--- src/rtl/sck_divider_pkg.sv ---
package sck_divider_pkg;

  // strobes from counter control to clock datapath
  typedef struct packed {
    logic idle;     // hold divider parked
    logic wrap;     // counter at terminal count
    logic hitRise;  // counter at high point
    logic hitFall;  // counter at low point
  } divCtl_t;

endpackage

--- src/rtl/sck_divider_ctl.sv ---
module sck_divider_ctl
  import sck_divider_pkg::*;
#(
  parameter int CW = 6
) (
  input  logic          clk,
  input  logic          rstN,
  input  logic          runEn,
  input  logic          bypassEn,
  input  logic [CW-1:0] periodCnt,
  input  logic [CW-1:0] riseAt,
  input  logic [CW-1:0] fallAt,
  output divCtl_t       ctl
);

  localparam logic [CW-1:0] CNT_ONE = CW'(1);

  logic [CW-1:0] cnt;
  logic          active;

  assign active = runEn && !bypassEn;

  always_comb begin
    ctl.idle    = !active;
    ctl.wrap    = active && (cnt == periodCnt);
    ctl.hitRise = active && (cnt == riseAt);
    ctl.hitFall = active && (cnt == fallAt);
  end

  always_ff @(posedge clk or negedge rstN) begin
    if (!rstN) begin
      cnt <= '0;
    end else if (ctl.idle || ctl.wrap) begin
      cnt <= '0;
    end else begin
      cnt <= cnt + CNT_ONE;
    end
  end

endmodule

--- src/rtl/sck_divider_dp.sv ---
module sck_divider_dp
  import sck_divider_pkg::*;
(
  input  logic    clk,
  input  logic    rstN,
  input  logic    bypassMode,
  input  divCtl_t ctl,
  output logic    sckOut,
  output logic    riseStb,
  output logic    fallStb
);

  logic sckQ;
  logic riseQ;
  logic fallQ;
  logic sckNext;

  always_comb begin
    unique case ({ctl.hitRise, ctl.hitFall})
      2'b11:   sckNext = !sckQ;
      2'b10:   sckNext = 1'b1;
      2'b01:   sckNext = 1'b0;
      default: sckNext = sckQ;
    endcase
  end

  always_ff @(posedge clk or negedge rstN) begin
    if (!rstN) begin
      sckQ  <= 1'b0;
      riseQ <= 1'b0;
      fallQ <= 1'b0;
    end else if (ctl.idle) begin
      sckQ  <= 1'b0;
      riseQ <= 1'b0;
      fallQ <= 1'b0;
    end else begin
      sckQ  <= sckNext;
      riseQ <= sckNext && !sckQ;
      fallQ <= !sckNext && sckQ;
    end
  end

  assign sckOut  = bypassMode ? clk  : sckQ;
  assign riseStb = bypassMode ? 1'b1 : riseQ;
  assign fallStb = bypassMode ? 1'b1 : fallQ;

endmodule

--- src/rtl/sck_divider.sv ---
module sck_divider
  import sck_divider_pkg::*;
#(
  parameter int CW = 6
) (
  input  logic          clk,
  input  logic          rstN,
  input  logic          runEn,
  input  logic          bypassEn,
  input  logic [CW-1:0] periodCnt,
  input  logic [CW-1:0] riseAt,
  input  logic [CW-1:0] fallAt,
  output logic          sckOut,
  output logic          riseStb,
  output logic          fallStb
);

  divCtl_t ctl;
  logic    bypassMode;

  assign bypassMode = runEn && bypassEn;

  sck_divider_ctl #(.CW(CW)) u_ctl (
    .clk       (clk),
    .rstN      (rstN),
    .runEn     (runEn),
    .bypassEn  (bypassEn),
    .periodCnt (periodCnt),
    .riseAt    (riseAt),
    .fallAt    (fallAt),
    .ctl       (ctl)
  );

  sck_divider_dp u_dp (
    .clk        (clk),
    .rstN       (rstN),
    .bypassMode (bypassMode),
    .ctl        (ctl),
    .sckOut     (sckOut),
    .riseStb    (riseStb),
    .fallStb    (fallStb)
  );

endmodule

--- config.mk ---
export PLATFORM = sky130hd
export DESIGN_NAME = sck_divider
export DESIGN_NICKNAME = d
export VERILOG_FILES = /design/src/rtl/sck_divider_pkg.sv /design/src/rtl/sck_divider_ctl.sv /design/src/rtl/sck_divider_dp.sv /design/src/rtl/sck_divider.sv
export SDC_FILE = /design/constraint.sdc
export NUM_CORES = 1
export LEC_CHECK = 0
export BUFFER_PORTS_ARGS = -buffer_cell sky130_fd_sc_hd__buf_4
export CORE_MARGIN = 3
export CORE_UTILIZATION = 45
export DETAILED_ROUTE_END_ITERATION = 6
export MAX_ROUTING_LAYER = met4
export PLACE_DENSITY = 0.84
export SLEW_MARGIN = 20
export SYNTH_ARGS = -nofsm -noshare
export SYNTH_HDL_FRONTEND = slang
export SYNTH_SLANG_ARGS = --single-unit
--- constraint.sdc ---
create_clock -name clk -period 1.71 [get_ports clk]
set_clock_uncertainty 0.2 [all_clocks]
set_input_delay 0.2565 -clock clk [delete_from_list [all_inputs] [get_ports clk]]
set_output_delay 0.2565 -clock clk [all_outputs]
set_load 0.005 [all_outputs]
### Word-level counts from Yosys, hierarchy flattened

Index checks and enable logic that the tools add are counted.

| cells by class | value |
|---|---|
| $add $sub $neg | 1 |
| equality and inequality tests | 6 |
| reduce and logical (&&, ||, !) cells | 12 |
| mux-type cells | 8 |

Operator list:

| kind | count |
|---|---|
| $eq A6 B6 Y1 | 3 |
| $logic_and A1 B1 Y1 | 7 |
| $add A6 B1 Y6 const B | 1 |
| $mux W1 | 6 |
| $mux W6 | 1 |
| $eq A2 B2 Y1 const B | 2 |
| $logic_not A1 Y1 | 4 |
| $pmux W1 S3 | 1 |
| $eq A2 B1 Y1 const B | 1 |
| $logic_or A1 B1 Y1 | 1 |

| word-level totals | value |
|---|---|
| output and inout port bits | 3 |
| flip-flop bits (word level) | 9 |
| logic and storage cells | 31 |

### Depth between registers and ports, before layout

Gate-level depths: netlist of run 1.

| depth | value |
|---|---|
| depth in word-level cells | 8 |
| gate-level depth with buffers | 5 |
| depth with buffers taken out | 4 |

### Modules after synthesis

From an unflattened synthesis of run 1, not the netlist that was laid out.

| unflattened totals | value |
|---|---|
| cell total of the unflattened synthesis | 68 |
| area, all modules | 679.4 sq um |

Modules (own cells, without submodules):

| module | times used | cells each | area an instance (sq um) |
|---|---|---|---|
| sck_divider_ctl | 1 | 56 | 548.0 |
| sck_divider_dp | 1 | 11 | 125.1 |
| sck_divider | 1 | 1 | 6.3 |

==> reports/metrics.yaml, run 1 <==
run_status:
  status: "finished, violations left"
  violations: "negative setup slack"
route:
  finalWirelength_um: 1250
  firstDrtPassIters: 2
  viasPerCell: 4.77
  drc: 0
  drt-wirelength-per-cell_um: 11.9
  postRouteAntennaNets: 0
  drt_iter0_markers: 8
  vias: 501
timing:
  drv_slew: 0
  maxSlewHeadroom: 0.775
  fin_setup_tns_ns: -0.0701
  setup_viol: 1
  hold_viol_final: 0
  worst_pin_slew_ns: 0.338
  whs_ns: 0.0532
  rsz0062_at_grt: "yes"
  setup_ws_ns: -0.0701
grt:
  use_met3: 0.114
  grt_overflow: 0
  use_met2: 0.259
  grt_usage: 0.172
  grt_antenna_before_repair: 0
  grt_pass1_wl_um: 2220
  grtUsageMet1: 0.176
  busiest_layer: "met2"
  grt_pass1_vias: 530
  grt_max_degree: 10
pwr:
  power.density_nw_per_um2: 676
  p_leak_nw: 0.463
  ir_drop_mv: 0.730
layout:
  design_area_um2: 891
  utilization: 0.668
  nets: 114
  layout-drive-gt1-share: 0.400
  nFillCells: 114
  syn_to_final_growth_pct: 35.9
  diodes: 0
synth:
  syn_inst: 63
  synth_area_um2: 656
  synthDistinctLibCells: 20
  synth-edff-count: 0
  synth_ff_type: "dfrtp_1"
  async_flop_share: 1.00
  syn-num-nets: 86
  yosys_warnings: 0
  ys_ff_latch: 9
  ys_seq_area_frac: 0.344
  synth.avg_cell_area_um2: 10.4
die:
  fp-row-count: 13
  dieWidth_um: 44.2
  initial_core_util: 0.492
  io_pins: 25
  coreArea_um2: 1330
  die-area_um2: 1950
  fp.dieH_um: 44.2
placed_design:
  place.gp.congestion: 0.796
  place.port_buffers: 24
  dpl_worst_slack_ns: 0.0317
  place_area_um2: 825
  hpwl_um: 1000
critical_path:
  worst_ep_arrival_time_ns: 1.32
  cp-start-kind: "clock port"
  crit_required_ns: 1.25
  cp-end-kind: "output pin"
  crit_type: "clock port to output pin"
  worstPathMaxFanout: 2
  reg2reg_depth: 4
flow_run:
  drv_cap: 0
clock_network:
  cts_tree: "done"
  clk_pin_slew_ns: 0.06
  worstSkewPairLatency_ns: 0.36
worst_hold_path:
  hold_class: "primary input to async pin"
## per-stage QoR
stage | power, W | std cells
after global routing | 0.000645 | 105
after global placement | 0.000335 | 98
after CTS | 0.000607 | 105
after floorplan | 0.000275 | 63
final | 0.000602 | 105
after detailed placement | 0.000336 | 98
## cells in the final DEF (no fill, tap or decap), drive strengths merged, types with 3 or more instances in the layout
master / count
buf: 25
clkbuf: 5
dfrtp: 9
nand3: 3
nor2: 9
xnor2: 11
xor2: 11
## metal layers
layer	wire length (µm)	up-vias
met2	641	20
met5	0	-
li1	-	256
met1	470	225
met3	140	0
met4	0	0
## synthesized netlist by cell type, drive strengths merged, types with 2 or more instances
library cell   n  share of area
xnor2         11           0.18
xor2          11           0.15
dfrtp          9           0.34
nor2           9          0.052
buf            4          0.046
nand3          3          0.023
inv            2          0.011
nand2          2          0.011
nand2b         2          0.019
nand4          2          0.029
## kinds of logic (layout without fill, tap and decap cells)
family | Yosys count | after routing | share of synthesized area
muxes | 1 | 1 | 0.0172
adders and majority gates | 1 | 1 | 0.0191
and+or+nand+nor | 22 | 22 | 0.187
DFF | 9 | 9 | 0.344
buffers and inverters | 6 | 33 | 0.0573
AOI/OAI and AO/OA | 2 | 2 | 0.0477
xor gates and xnor gates | 22 | 22 | 0.328
## critical path: stages
cell    delay (ns)
buf_8         0.09
mux2_4        0.26
buf_6         0.12
## repair_timing
action                                 CTS  global route
gates resized for setup                  3             1
endpoints found under the hold margin    9             0
setup buffers                            0             0
setup endpoints to repair                1             1
hold buffers                             1             0
## state kept, by name, summed over array words and instances (netlist names)
name,cells
u_dp.fallQ,1
u_dp.sckQ,1
u_dp.riseQ,1
u_ctl.cnt,6
## path summary, 6_finish.rpt
kind | start | endpoint | slack [ns]
worst min-delay path | rstN | u_ctl.cnt[3] | 0.05
worst max register to register | u_ctl.cnt[3] | u_ctl.cnt[2] | 0.17
worst max-delay path | clk | sckOut | -0.07
min in group clk | fallAt[3] | u_dp.fallQ | 0.08
max in group asynchronous | rstN | u_ctl.cnt[2] | 1.12
worst min register to register | u_dp.sckQ | u_dp.riseQ | 0.28
## final cells by class
| cell class | instances | area (µm²) | share of cell area |
|---|---|---|---|
| Timing Repair Buffer | 24 | 183 | 0.205 |
| Inverter | 2 | 7.51 | 0.00843 |
| Clock buffer | 7 | 60.1 | 0.0674 |
| Tap cell | 15 | 18.8 | 0.0211 |
| Multi-Input combinational cell | 48 | 397 | 0.445 |
| Sequential cell | 9 | 225 | 0.253 |
## power by group
group          internal, W  leakage [nW]  total (W)  switching, W
Sequential        0.000215         0.125   0.000221    0.00000558
Clock             0.000197        0.0422   0.000287     0.0000896
Combinational    0.0000589         0.296  0.0000944     0.0000355
(Power assumes the default switching activity.)
==> run 2, diff against run 1 <==
SETUP_SLACK_MARGIN = 0.4   (was unset)
SYNTH_HIERARCHICAL = 1   (was unset)
==> reports/metrics.yaml, run 2 <==
route:
  wl_met1_um: 987
  drt-wirelength-per-cell_um: 22.3
  drc: 0
  routed.top_layer: "met4"
  firstDrtPassIters: 5
  wl_met2_um: 1330
  met3_length_um: 187
  drt_iter0_markers: 19
  vias: 709
  finalWirelength_um: 2680
  postRouteAntennaNets: 0
  viasPerCell: 5.91
critical_path:
  path_common_cell: "buf_8"
  crit_required_ns: 1.25
  worst_ep_arrival_time_ns: 1.43
  worstPathMaxFanout: 2
  crit_type: "clock port to output pin"
  slowest_stage: "mux2_4"
  cp-end-kind: "output pin"
  reg2reg_setup_slack_ns: 0.09
  cp-start-kind: "clock port"
  path_cells: "buf_8, buf_8, mux2_4, buf_6"
  cp_slowest_stage_delay_ns: 0.26
placed_design:
  place.gp.congestion: 0.817
  place.port_buffers: 24
  hpwl_um: 1150
  dpl_worst_slack_ns: 0.0133
flow_run:
  drv_cap: 0
grt:
  grt_max_degree: 10
  grt_usage: 0.280
  grt_pass1_vias: 760
  grt_overflow: 0
  grt_antenna_before_repair: 0
  grt_pass1_wl_um: 3490
timing:
  rsz0062_at_grt: "yes"
  setup_ws_ns: -0.175
  maxSlewHeadroom: 0.719
  whs_ns: 0.0523
  drv_slew: 0
  hold_viol_final: 0
  setup_viol: 1
  worst_pin_slew_ns: 0.421
layout:
  syn_to_final_growth_pct: 78.4
  nets: 129
  regMostFlops: "u_ctl/cnt"
  diodes: 0
  largest_reg_flops: 6
  layout-drive-gt1-share: 0.714
  mostFrequentLayoutCells: "buf_4 (27), xor2_1 (9), buf_6 (8), dfrtp_2 (6)"
  final_common_cell: "buf_4"
pwr:
  combPwrFrac: 0.207
  p_leak_nw: 0.534
  sw_frac_of_total: 0.258
  finalPower_w: 0.000753
  p_seq_frac: 0.293
  power.density_nw_per_um2: 627
  p_sw_w: 0.000194
  ir_drop_mv: 0.746
  clkPwrFrac: 0.500
  internal_power_w: 0.000559
clock_network:
  cts_tree: "done"
  worstSkewPairLatency_ns: 0.37
  clk_pin_slew_ns: 0.06
die:
  dieWidth_um: 44.7
  io_pins: 25
  die-area_um2: 2000
  coreArea_um2: 1350
  fp-row-count: 13
  initial_core_util: 0.499
  fp.dieH_um: 44.7
synth:
  yosys_warnings: 6
  syn-num-nets: 90
  syn_inst: 67
  synth_area_um2: 673
  synth.avg_cell_area_um2: 10.0
run_status:
  status: "finished, violations left"
  violations: "negative setup slack"
worst_hold_path:
  hold_class: "primary input to async pin"
-- run 2: worst paths after layout --
kind	to	from	cells past startpoint
worst max-delay path	sckOut	clk	4
worst min-delay path	u_dp/riseQ	rstN	2
worst max register to register	u_dp/sckQ	u_ctl/cnt[0]	5
worst min register to register	u_dp/riseQ	u_dp/sckQ	1
max in group asynchronous	u_ctl/cnt[1]	rstN	2
min in group clk	u_ctl/cnt[1]	bypassEn	5
-- run 2: through the flow --
step / util / TNS, ns / area (µm²) / instances
5_1_grt: 0.890 / -0.193 / 1200 / 120
3_5_place_dp: 0.664 / 0 / 896 / 101
2_1_floorplan: - / 0 / 747 / 67
3_3_place_gp: 0.664 / 0 / 896 / 101
4_1_cts: 0.833 / -0.217 / 1120 / 116
6_report: 0.890 / -0.175 / 1200 / 120
-- run 2: timing repair --
action / CTS / global route
buffers inserted: 7 / 4
pin swaps: 6 / 5
hold buffers: 1 / 0
endpoints found under the hold margin: 9 / 0
resized for setup: 26 / 9
endpoints found under the setup margin: 12 / 12
-- run 2: power by group through the flow --
stage	Sequential [W]	Combinational, W	Clock (W)
after floorplan	0.000221	0.0000552	0.0000123
after global placement	0.000226	0.000102	0.0000213
after detailed placement	0.000226	0.000103	0.0000213
after CTS	0.000220	0.000136	0.000357
after global routing	0.000221	0.000165	0.000411
final	0.000220	0.000156	0.000377
-- run 2: layout make-up --
| type | instances | area, µm² |
|---|---|---|
| repair buffers | 36 | 312 |
| multi-input cells | 51 | 559 |
| inverters | 1 | 3.75 |
| fillers | 54 | 149 |
| clock buffers | 8 | 75.1 |
| flip-flops and latches | 9 | 233 |
| well taps | 15 | 18.8 |
-- run 2: metal layers --
| layer | global-route usage | up-vias |
|---|---|---|
| met5 | - | - |
| met2 | 0.407 | 41 |
| met3 | 0.142 | 16 |
| met4 | 0.235 | 0 |
| li1 | - | 301 |
| met1 | 0.273 | 351 |
-- run 2: worst max-delay path: cells and delay by family --
family	cells	cell delay, ns
buf+inv	3	0.32
mux	1	0.26
